==> src/rtl/rss_pkg.sv <==
package rss_pkg;
  typedef enum logic [1:0] {
    ST_IDLE  = 2'd0,
    ST_RESET = 2'd1,
    ST_HOLD  = 2'd2
  } rss_state_e;
endpackage

==> src/rtl/rss_setup_timer.sv <==
// Tracks the address strap values driven during reset and counts stable clocks.
module rss_setup_timer #(
  parameter int N_ADDR    = 1,
  parameter int SETUP_MIN = 4
) (
  input  logic              clk,
  input  logic              rst_n,
  input  logic              restart_i,
  input  logic              track_i,
  input  logic [N_ADDR-1:0] strap_i,
  output logic [N_ADDR-1:0] drv_o,
  output logic              done_o
);
  localparam int CW = $clog2(SETUP_MIN + 1);
  localparam logic [CW-1:0] SETUP_LAST = CW'(SETUP_MIN - 1);

  logic [N_ADDR-1:0] drv_q;
  logic [CW-1:0]     cnt_q;
  logic              changed;

  assign changed = (strap_i != drv_q);

  always_ff @(posedge clk or negedge rst_n) begin
    if (!rst_n) begin
      drv_q <= '0;
      cnt_q <= '0;
    end else if (restart_i) begin
      drv_q <= strap_i;
      cnt_q <= '0;
    end else if (track_i) begin
      if (changed) begin
        drv_q <= strap_i;
        cnt_q <= '0;
      end else if (cnt_q < SETUP_LAST) begin
        cnt_q <= cnt_q + 1'b1;
      end
    end
  end

  assign drv_o  = drv_q;
  assign done_o = track_i && !changed && (cnt_q >= SETUP_LAST);
endmodule

==> src/rtl/rss_hold_timer.sv <==
// Clamps the requested hold length and counts the post-release drive window.
module rss_hold_timer #(
  parameter int CFG_W    = 5,
  parameter int HOLD_MIN = 2,
  parameter int HOLD_MAX = 20
) (
  input  logic             clk,
  input  logic             rst_n,
  input  logic             load_i,
  input  logic             run_i,
  input  logic [CFG_W-1:0] cfg_i,
  output logic             last_o
);
  localparam int CW = $clog2(HOLD_MAX + 1);

  logic [CW-1:0] clamped;
  logic [CW-1:0] cnt_q;

  always_comb begin
    if (int'(cfg_i) < HOLD_MIN)      clamped = CW'(HOLD_MIN);
    else if (int'(cfg_i) > HOLD_MAX) clamped = CW'(HOLD_MAX);
    else                             clamped = CW'(cfg_i);
  end

  always_ff @(posedge clk or negedge rst_n) begin
    if (!rst_n) begin
      cnt_q <= '0;
    end else if (load_i) begin
      cnt_q <= clamped;
    end else if (run_i && cnt_q != '0) begin
      cnt_q <= cnt_q - 1'b1;
    end
  end

  assign last_o = run_i && (cnt_q == CW'(1));
endmodule

==> src/rtl/rss_pin_drive.sv <==
// Maps logical strap values to active-low wire levels and enables per pin.
module rss_pin_drive #(
  parameter int N_REQ  = 2,
  parameter int N_ADDR = 1
) (
  input  logic                    drive_en_i,
  input  logic [N_ADDR-1:0]       addr_val_i,
  output logic [N_REQ+N_ADDR-1:0] oe_o,
  output logic [N_REQ+N_ADDR-1:0] lvl_o
);
  for (genvar j = 0; j < N_REQ; j++) begin : g_req
    assign oe_o[j]  = drive_en_i;
    assign lvl_o[j] = !drive_en_i;
  end

  for (genvar i = 0; i < N_ADDR; i++) begin : g_addr
    assign oe_o[N_REQ+i]  = drive_en_i;
    assign lvl_o[N_REQ+i] = drive_en_i ? !addr_val_i[i] : 1'b1;
  end
endmodule

==> src/rtl/rss_strap_seq.sv <==
module rss_strap_seq
  import rss_pkg::*;
#(
  parameter int N_REQ     = 2,
  parameter int N_ADDR    = 1,
  parameter int CFG_W     = 5,
  parameter int SETUP_MIN = 4,
  parameter int HOLD_MIN  = 2,
  parameter int HOLD_MAX  = 20
) (
  input  logic                    clk,
  input  logic                    rst_n,
  input  logic                    rst_req_i,
  input  logic                    force_release_i,
  input  logic [N_ADDR-1:0]       addr_strap_i,
  input  logic [CFG_W-1:0]        hold_cfg_i,
  output logic                    bus_rst_n_o,
  output logic [N_REQ+N_ADDR-1:0] pin_oe_o,
  output logic [N_REQ+N_ADDR-1:0] pin_lvl_o,
  output logic                    setup_err_o
);
  rss_state_e        state_q, state_d;
  logic              err_q, err_d;
  logic              setup_done, hold_last;
  logic              restart, load_hold;
  logic [N_ADDR-1:0] addr_drv;

  always_comb begin
    state_d   = state_q;
    err_d     = err_q;
    restart   = 1'b0;
    load_hold = 1'b0;
    unique case (state_q)
      ST_IDLE: begin
        if (rst_req_i) begin
          state_d = ST_RESET;
          restart = 1'b1;
        end
      end
      ST_RESET: begin
        if (force_release_i) begin
          state_d   = ST_HOLD;
          load_hold = 1'b1;
          if (!setup_done) err_d = 1'b1;
        end else if (!rst_req_i && setup_done) begin
          state_d   = ST_HOLD;
          load_hold = 1'b1;
        end
      end
      ST_HOLD: begin
        if (hold_last) state_d = ST_IDLE;
      end
      default: state_d = ST_RESET;
    endcase
  end

  always_ff @(posedge clk or negedge rst_n) begin
    if (!rst_n) begin
      state_q <= ST_RESET;
      err_q   <= 1'b0;
    end else begin
      state_q <= state_d;
      err_q   <= err_d;
    end
  end

  rss_setup_timer #(.N_ADDR(N_ADDR), .SETUP_MIN(SETUP_MIN)) setup_i (
    .clk       (clk),
    .rst_n     (rst_n),
    .restart_i (restart),
    .track_i   (state_q == ST_RESET),
    .strap_i   (addr_strap_i),
    .drv_o     (addr_drv),
    .done_o    (setup_done)
  );

  rss_hold_timer #(.CFG_W(CFG_W), .HOLD_MIN(HOLD_MIN), .HOLD_MAX(HOLD_MAX)) hold_i (
    .clk    (clk),
    .rst_n  (rst_n),
    .load_i (load_hold),
    .run_i  (state_q == ST_HOLD),
    .cfg_i  (hold_cfg_i),
    .last_o (hold_last)
  );

  rss_pin_drive #(.N_REQ(N_REQ), .N_ADDR(N_ADDR)) pins_i (
    .drive_en_i (state_q != ST_IDLE),
    .addr_val_i (addr_drv),
    .oe_o       (pin_oe_o),
    .lvl_o      (pin_lvl_o)
  );

  assign bus_rst_n_o = (state_q != ST_RESET);
  assign setup_err_o = err_q;
endmodule

==> config.mk <==
export PLATFORM = sky130hd
export DESIGN_NAME = rss_strap_seq
export DESIGN_NICKNAME = d
export VERILOG_FILES = /design/src/rtl/rss_pkg.sv /design/src/rtl/rss_setup_timer.sv /design/src/rtl/rss_hold_timer.sv /design/src/rtl/rss_pin_drive.sv /design/src/rtl/rss_strap_seq.sv
export SDC_FILE = /design/constraint.sdc
export NUM_CORES = 1
export LEC_CHECK = 0
export CAP_MARGIN = 25
export CORE_AREA = 2 2 48 50
export DETAILED_ROUTE_END_ITERATION = 10
export DIE_AREA = 0 0 50 52
export GPL_ROUTABILITY_DRIVEN = 0
export PLACE_DENSITY = 0.74
export SKIP_CTS_REPAIR_TIMING = 1
export SYNTH_ARGS = -nofsm -noshare
export SYNTH_HDL_FRONTEND = slang
export SYNTH_SLANG_ARGS = --single-unit
==> constraint.sdc <==
create_clock -name clk -period 2 [get_ports clk]
set_input_delay 0.3 -clock clk [delete_from_list [all_inputs] [get_ports clk]]
set_output_delay 0.3 -clock clk [all_outputs]
set_load 0.005 [all_outputs]
# Yosys cells after proc, flatten, opt, wreduce, memory -nomap -nowiden
# Cells that the tools add are included.
# op_classes
n_addsub	2
mul	0
n_div	0
magnitude_cmp	4
eq_ne	8
shift	0
mux	22
bitwise_logic	1
n_reduce_logical	20
# op_table
operator	count
2-to-1 mux 5 bit	4
2-to-1 mux 3 bit	4
2-to-1 mux 1 bit	9
2-to-1 mux 2 bit	4
nonzero test 2 bit	4
one-hot mux 2 bit (3 select lines)	1
AND reduction 3 bit	2
equality test 5 x 1 -> 1 bit, second input constant	1
greater-than comparator 5 bit, second input constant	1
logical AND 1 bit	5
< comparator 5 x 2 -> 1 bit, second input constant	1
nonzero test 5 bit	1
subtractor 5 x 1 -> 5 bit, second input constant	1
zero test 1 bit	4
!= test 2 bit, second input constant	2
AND reduction 2 bit	2
adder 3 x 1 -> 3 bit, second input constant	1
greater-or-equal comparator 3 x 2 -> 1 bit, second input constant	1
< comparator 3 x 2 -> 1 bit, second input constant	1
!= test 3 bit, second input constant	1
nonzero test 3 bit	1
equality test 2 x 1 -> 1 bit, second input constant	1
equality test 2 bit, second input constant	1
zero test 2 bit	1
other kinds (3)	3
# totals
ff_bits	12
latch_bits	0
mem_bits_rw	0
rom_bits	0
input_bits	10
out_inout_bits	8
wordCells	62
memories	0

# Depth between registers and ports, before layout
# Gate-level depths: netlist of the first run.
# logic_depth
ltp_word	9
mapped_depth	7
depth_no_buf	6

# Hierarchy
# From an unflattened synthesis of the first run, not the netlist that was laid out.
# hier_totals
cells_unflattened	93
hier_area_um2	874.6
# modules_own_cells
mod	n_inst	cells_per_inst	area_each_um2	seq_area_each_um2
rss_hold_timer	1	42	369.1	125.1
rss_setup_timer	1	23	239.0	100.1
rss_strap_seq	1	22	229.0	76.3
rss_pin_drive	1	6	37.5	0.0

# Worst setup path after synthesis of the first run
# OpenSTA, ideal clock, no wires.
# synth_timing
path_kind	register to register
from	reg setup_i.cnt_q[0]
to	reg state_q[1]
setup_time_ns	0.128
t_arrival_ns	1.747
required_time_ns	1.872
setup_slack_ns	0.126
stages_incl_launch_ff	7
n_path_buf	0
period_less_slack_ns	1.874
cell_sequence	dfrtp_1 ha_1 ha_1 a211o_1 and3b_4 o221ai_2 mux2_1
# synth_between
elab_chain_len	5
# synth_lines
element	line	source
start, declared	rss_setup_timer.sv:18	logic [CW-1:0] cnt_q;
start signal, assigned	rss_setup_timer.sv:35	cnt_q <= cnt_q + 1'b1;
greater-or-equal comparator 3 x 2 -> 1 bit	rss_setup_timer.sv:41	assign done_o = track_i && !changed && (cnt_q >= SETUP_LAST);
logical AND 1 bit	rss_setup_timer.sv:41	
logical AND 1 bit	rss_strap_seq.sv:45	end else if (!rst_req_i && setup_done) begin
!= test 3 bit (no source line)	-	
AND reduction 3 bit (no source line)	-	
end signal, assigned	rss_strap_seq.sv:62	state_q <= state_d;
end, declared	rss_strap_seq.sv:22	rss_state_e state_q, state_d;
# No other way between the ends.
# A chain may end at the register's enable or synchronous reset.

# Final worst setup path of the first run
# layout_timing
from	reg state_q[0]
to	out pin_oe_o[2]
# layout_between
elab_chain_len	1
# layout_lines
element	line	source
nonzero test 2 bit	rss_strap_seq.sv:87	.drive_en_i (state_q != ST_IDLE),
end, declared	rss_strap_seq.sv:18	output logic [N_REQ+N_ADDR-1:0] pin_oe_o,
# No other way between the ends.

==> metrics.log, run 1 <==
INFO  metric hold_path.class = input pin to asynchronous set/reset pin
INFO  metric floorplan.die.height = 52 µm
INFO  metric clk-insertion-delay-late = 0.26 ns
INFO  metric initial_utilization = just over 40%
INFO  metric p_int = 0.0009596 W
INFO  metric cells_taking_the_most_area_after_synthesis = dfrtp_1, ha_1, mux2i_1
INFO  metric critPathMaxFanout = 5
INFO  metric combinationalPowerShare = 58.7%
INFO  metric netSwitchingFraction = 39.06%
INFO  metric syn-num-nets = about 110
INFO  metric hold_viol = 0
INFO  metric final-instance-count-excl-fill = 136
INFO  metric ys_warnings = 0
INFO  metric ys_seq_area_share = about a third
INFO  metric run_status = finished clean
INFO  metric h-tree-depth = 1
INFO  metric detailedRoute.firstIterationViolations = 9
INFO  metric rows = 17
INFO  metric syn-mean-instance-area = between 9 and 10 µm²
INFO  metric async_reset_ff_share = 100.0%
INFO  metric synthToLayoutAreaGrowth = 27.25%
INFO  metric cts_tree = done
INFO  metric grt_max_degree = 13
INFO  metric numCtsBuffers = 3
INFO  metric synth_edf_count = 0
INFO  metric power.ir.vdd_worst = around 0.00074 V
INFO  metric dr_vias_cell = 4.978
INFO  metric p_switching = roughly 0.00062 W
INFO  metric fin_crit_period = just under 2 ns
INFO  metric cts_sinks = 12
INFO  metric fp.coreArea = approximately 0.0021 mm²
INFO  metric postSynthRegisterBits = 12
INFO  metric dp_hpwl = roughly 1300 µm
INFO  metric clk_pin_slew = about 0.070 ns
INFO  metric max_slew_margin = 65.12%
INFO  metric n_antenna_cell = 0
INFO  metric antenna_violating_nets_post_route = 0
INFO  metric cts.root.buffer_cell = clkbuf_4
INFO  metric route.vias.total = around 680
INFO  metric setup_viol = 0
INFO  metric width_of_the_die = 50 µm
INFO  metric postSynthCellCount = 90
INFO  metric finalClockSkew = around 0.0045 ns
INFO  metric critical_path_class = register to output pin
INFO  metric total_iterations_of_the_first_detailed_routing_run = 4
INFO  metric worst_slew_pin_slew = ~0.52 ns
INFO  metric track_usage = approximately an eighth
INFO  metric placed_cells = around 130
INFO  metric cellLeakagePower = between 0.4 and 0.5 nW
INFO  metric drc = 0
INFO  metric drv.max_cap_violation_count = 0
INFO  metric synth_top_area_share = 31.88%
INFO  metric arrival = ~1.6 ns
INFO  metric proportion_of_layout_cells_with_a_drive_suffix_above_1 = between 10% and 20%
INFO  metric global_route_wire_length_before_repair = between 2000 and 2500 µm
INFO  metric drt_wl_total = approximately 1500 µm
INFO  metric clk_path_buf_depth = 2
INFO  metric power_density = ~1400 mW/mm²
INFO  metric drv_slew = 0
INFO  metric clk_pwr_share = a little under an eighth
INFO  metric cp-start-kind = register
INFO  metric design.final.nets = roughly 130
INFO  metric grt_pass1_vias = between 600 and 700
INFO  metric design.portCount = 18
INFO  metric wl_per_cell = 11.08 µm
INFO  metric max_freq = around 520 MHz
INFO  metric portbufs = 17
INFO  metric seq_power_share = 29.6%
INFO  metric global_route.overflow_total = 0
INFO  metric syn-cell-area = 863.3 µm²
INFO  metric worstPathRequired = between 1.5 and 2 ns
INFO  metric tns = 0 ns
INFO  metric die_footprint = about 0.0026 mm²
INFO  metric yosys.area.top_type = dfrtp_1
INFO  metric finalCritPeriodShare = around 97%
INFO  metric antenna_found_initial = 0
INFO  metric end_kind = output pin
INFO  metric synth-main-ff-cell = dfrtp_1
INFO  metric synth.distinct_cells = 28
cell type report:
class,instances,area [µm²]
clock buffer,4,36.28
fill,186,1007
inverter,9,33.78
multi-input combinational,64,501.7
sequential,12,301.5
tap,28,35.03
timing repair buffer,19,190.2
cells in the mapped netlist, drive strengths merged, types with 2 or more instances:
master / number
nand2: 12
o21ai: 3
a21oi: 7
xnor2: 2
mux2: 2
mux2i: 7
ha: 9
nand3: 2
buf: 5
nor3: 2
o2bb2ai: 2
nor2: 4
dfrtp: 11
inv: 9
routing by layer:
layer / vias up / track usage (%) / share of wire [%]
met1: 304 / 14.39 / 46
met3: 0 / 3.448 / 5.6
li1: 349 / - / -
met4: 0 / 1.389 / 0
met2: 24 / 23.03 / 48
met5: - / 0 / 0
power by group through the flow:
stage / registers, W / clock network [W] / logic (W)
final: 0.000466 / 0.000185 / 0.000924
after global routing: 0.000484 / 0.000201 / 0.00104
after global placement: 0.000462 / 0 / 0.000868
after detailed placement: 0.000468 / 0 / 0.000891
after CTS: 0.000464 / 0.000192 / 0.000897
after floorplan: 0.000454 / 0 / 0.000653
stage by stage:
stage / setup WS, ns / util, % / total power (W) / area, µm² / hold WS (ns)
6_report: 0.06321 / 52.17 / 0.001575 / 1099 / 0.3764
5_1_grt: -0.0004152 / 52.17 / 0.001725 / 1099 / 0.4230
4_1_cts: -0.1274 / 50.86 / 0.001554 / 1071 / 0.3922
3_5_place_dp: 0.06314 / 49.14 / 0.001360 / 1035 / 0.4703
3_3_place_gp: 0.1204 / 49.14 / 0.001330 / 1035 / 0.4619
2_1_floorplan: 0.1256 / - / 0.001106 / 863.3 / 0.004409
sequential cells by signal, indices dropped and copies added (netlist names):
name           cells
setup_err_o        1
setup_i.cnt_q      3
setup_i.drv_o      1
hold_i.cnt_q       5
state_q            2
worst paths after layout:
check | start | depth (start not counted) | slack [ns] | end
min in group clk | setup_err_o$_DFFE_PN0P_ | 1 | 0.49 | setup_err_o$_DFFE_PN0P_
max | state_q[0]$_DFFE_PN1P_ | 4 | 0.06 | pin_oe_o[2]
max in group asynchronous | rst_n | 1 | 1.26 | state_q[0]$_DFFE_PN1P_
min reg2reg | setup_err_o$_DFFE_PN0P_ | 1 | 0.49 | setup_err_o$_DFFE_PN0P_
max reg2reg | setup_i.cnt_q[1]$_DFFE_PN0P_ | 6 | 0.08 | state_q[1]$_DFFE_PN0P_
min | rst_n | 1 | 0.38 | hold_i.cnt_q[0]$_DFFE_PN0P_
placed cells by master (no fill, tap or decap), types with 2 or more instances in the layout:
cell type / instances
inv_1: 7
dfrtp_1: 11
inv_2: 2
xnor2_1: 2
o21ai_0: 3
clkdlybuf4s50_1: 15
ha_1: 7
nor2_1: 4
nand3_1: 2
clkbuf_4: 3
dlymetal6s2s_1: 2
o2bb2ai_1: 2
mux2i_1: 7
buf_4: 2
mux2_1: 2
nor3_1: 2
nand2_1: 12
a21oi_1: 7
kinds of logic (layout without fill, tap and decap cells):
kind of cell	Yosys count	in the layout	share of synthesized area, %
simple gates	25	25	15.07
mux	9	9	10.72
fa+ha+maj	9	9	13.04
buf+inv	14	32	8.695
flops	12	12	34.93
compound gates	18	18	14.49
xor+xnor	3	3	3.044
worst max-delay path: stages, from the launching register on:
cell	delay, ns
dfstp_2	0.56
inv_2	0.06
ha_4	0.17
inv_2	0.08
clkdlybuf4s50_1	0.50
(Power assumes the default switching activity.)
==> inputs of run 2 (changes only) <==
SKIP_CTS_REPAIR_TIMING = not set   (was 1)
SKIP_LAST_GASP = 1   (was not set)
==> metrics.log, run 2 (synthesis gave the netlist of run 1 again) <==
INFO  metric run_status = finished clean
INFO  metric cts_tree = done
INFO  metric detailroute.wirelength.met2 = approximately 750 µm
INFO  metric worstPathRequired = around 1.7 ns
INFO  metric floorplan.die.height = 52 µm
INFO  metric final_cell_mix = clkdlybuf4s50_1, nand2_1, dfrtp_1
INFO  metric portbufs = 17
INFO  metric clk_path_buf_depth = 2
INFO  metric crit_path_frequent_cell = inv_2
INFO  metric rsz0062_at_grt = yes
INFO  metric design.portCount = 18
INFO  metric global_route.overflow_total = 0
INFO  metric finalClockSkew = 0.004519 ns
INFO  metric global_route_wire_length_before_repair = 2484 µm
INFO  metric clk_pin_slew = around 0.07 ns
INFO  metric largest_registers = hold_i.cnt_q (5), setup_i.cnt_q (3), state_q (2)
INFO  metric cts.root.buffer_cell = clkbuf_4
INFO  metric critPathMaxFanout = 5
INFO  metric mostFrequentLayoutCell = clkdlybuf4s50_1
INFO  metric layout.core_utilization = 52.17%
INFO  metric cellLeakagePower = 0.4818 nW
INFO  metric fp.coreArea = 0.002106 mm²
INFO  metric critical_path_class = register to output pin
INFO  metric cp-start-kind = register
INFO  metric grt_max_degree = 13
INFO  metric max_slew_margin = between 60% and 70%
INFO  metric h-tree-depth = 1
INFO  metric width_of_the_die = about 50 µm
INFO  metric synthToLayoutAreaGrowth = 27.25%
INFO  metric worst_path_max_stage_delay = 0.55 ns
INFO  metric hold_viol = 0
INFO  metric largest_register_ff_count = 5
INFO  metric grt_pass1_vias = between 600 and 700
INFO  metric arrival = 1.63 ns
INFO  metric initial_utilization = 41.00%
INFO  metric antenna_violating_nets_post_route = 0
INFO  metric drv_slew = 0
INFO  metric n_antenna_cell = 0
INFO  metric critical_path_buf_inv_count = 3
INFO  metric antenna_found_initial = 0
INFO  metric rows = 17
INFO  metric wl_met3 = approximately 80 µm
INFO  metric worst_slew_pin_slew = 0.5216 ns
INFO  metric max_freq = 518.9 MHz
INFO  metric power.ir.vdd_worst = about 0.00072 V
INFO  metric registers.top_by_ff_count = hold_i.cnt_q
INFO  metric design.final.nets = 129
INFO  metric critical_path.cell_chain = inv_2, ha_4, inv_2, clkdlybuf4s50_1
INFO  metric wl_per_cell = between 10 and 15 µm
INFO  metric detailedRoute.firstIterationViolations = 9
INFO  metric met1_length = just under 700 µm
INFO  metric proportion_of_layout_cells_with_a_drive_suffix_above_1 = 13.76%
INFO  metric power_density = roughly 1500 mW/mm²
INFO  metric total_iterations_of_the_first_detailed_routing_run = 4
INFO  metric numCtsBuffers = 3
INFO  metric dp_hpwl = ~1300 µm
INFO  metric dr.max_layer_used = met3
INFO  metric drv.max_cap_violation_count = 0
INFO  metric route.vias.total = 681
INFO  metric cts_sinks = 12
INFO  metric clk-insertion-delay-late = between 0.2 and 0.3 ns
INFO  metric final-instance-count-excl-fill = approximately 140
INFO  metric hold_path.class = input pin to asynchronous set/reset pin
INFO  metric finalCritPeriodShare = 96.35%
INFO  metric nFillCells = between 150 and 200
INFO  metric path_delay_family = buffers and inverters
INFO  metric track_usage = 12.36%
INFO  metric end_kind = output pin
INFO  metric drt_wl_total = approximately 1500 µm
INFO  metric dr_vias_cell = around 5.0
INFO  metric drc = 0
INFO  metric die_footprint = ~0.0026 mm²
INFO  metric fin_crit_period = a little under 2 ns
INFO  metric placed_cells = 131
INFO  metric setup_viol = 0
INFO  metric worst_path_max_delay_cell = dfstp_2
INFO  metric total_power = between 0.0015 and 0.002 W
-- run 2: path summary, 6_finish.rpt --
path,startpoint,slack (ns),depth (start not counted),to
max,state_q[0]$_DFFE_PN1P_,0.07,4,pin_oe_o[0]
min,rst_n,0.38,1,hold_i.cnt_q[0]$_DFFE_PN0P_
max reg2reg,setup_i.cnt_q[1]$_DFFE_PN0P_,0.08,6,state_q[1]$_DFFE_PN0P_
min reg2reg,setup_err_o$_DFFE_PN0P_,0.49,1,setup_err_o$_DFFE_PN0P_
max in group asynchronous,rst_n,1.26,1,state_q[0]$_DFFE_PN1P_
min in group clk,setup_err_o$_DFFE_PN0P_,0.49,1,setup_err_o$_DFFE_PN0P_
-- run 2: power by group --
| group | internal [W] | switching, W |
|---|---|---|
| Sequential | 0.000363 | 0.000102 |
| Clock | 0.000110 | 0.0000750 |
| Combinational | 0.000506 | 0.000441 |
-- run 2: layout make-up --
class                      instances  area [µm²]  area share (%)
timing repair buffer              20       192.7           17.54
clock buffer                       4       36.28           3.303
inverter                           9       33.78           3.075
multi-input combinational         64       499.2           45.44
sequential                        12       301.5           27.45
tap                               28       35.03           3.189
-- run 2: timing repair --
item / 4_1_cts / 5_1_grt
endpoints found under the setup margin: 4 / 5
cloned: 0 / 0
setup buffers: 1 / 1
hold buffers: 0 / 0
pin swaps: 0 / 0
resized for setup: 2 / 2
-- run 2: per-layer routing --
layer | global-route usage (%) | vias to the layer above
met5 | 0 | -
met4 | 1.389 | 0
met3 | 3.448 | 0
met2 | 23.03 | 24
met1 | 14.39 | 309
li1 | - | 348
-- run 2: worst register-to-register path, stage by stage, from the launching register on --
cell and delay (ns):
dfrtp_1 0.41, ha_1 0.20, ha_1 0.18, a211o_1 0.28, and3b_4 0.20, o221ai_2 0.20
mux2_1 0.35
-- run 2: metrics by stage --
stage | setup WS, ns | hold WS, ns | TNS [ns] | area [µm²]
2_1_floorplan | 0.1256 | 0.004409 | 0 | 863.3
3_3_place_gp | 0.1204 | 0.4619 | 0 | 1035
3_5_place_dp | 0.06314 | 0.4703 | 0 | 1035
4_1_cts | 0.001410 | 0.3922 | 0 | 1081
5_1_grt | -0.0004152 | 0.4230 | -0.0004152 | 1099
6_report | 0.07298 | 0.3764 | 0 | 1099
==> inputs of run 3 (changes only) <==
CTS_CLUSTER_SIZE = 40   (was not set)
==> results of run 3 <==
The final DEF is identical to that of run 2; final timing and power are the same.
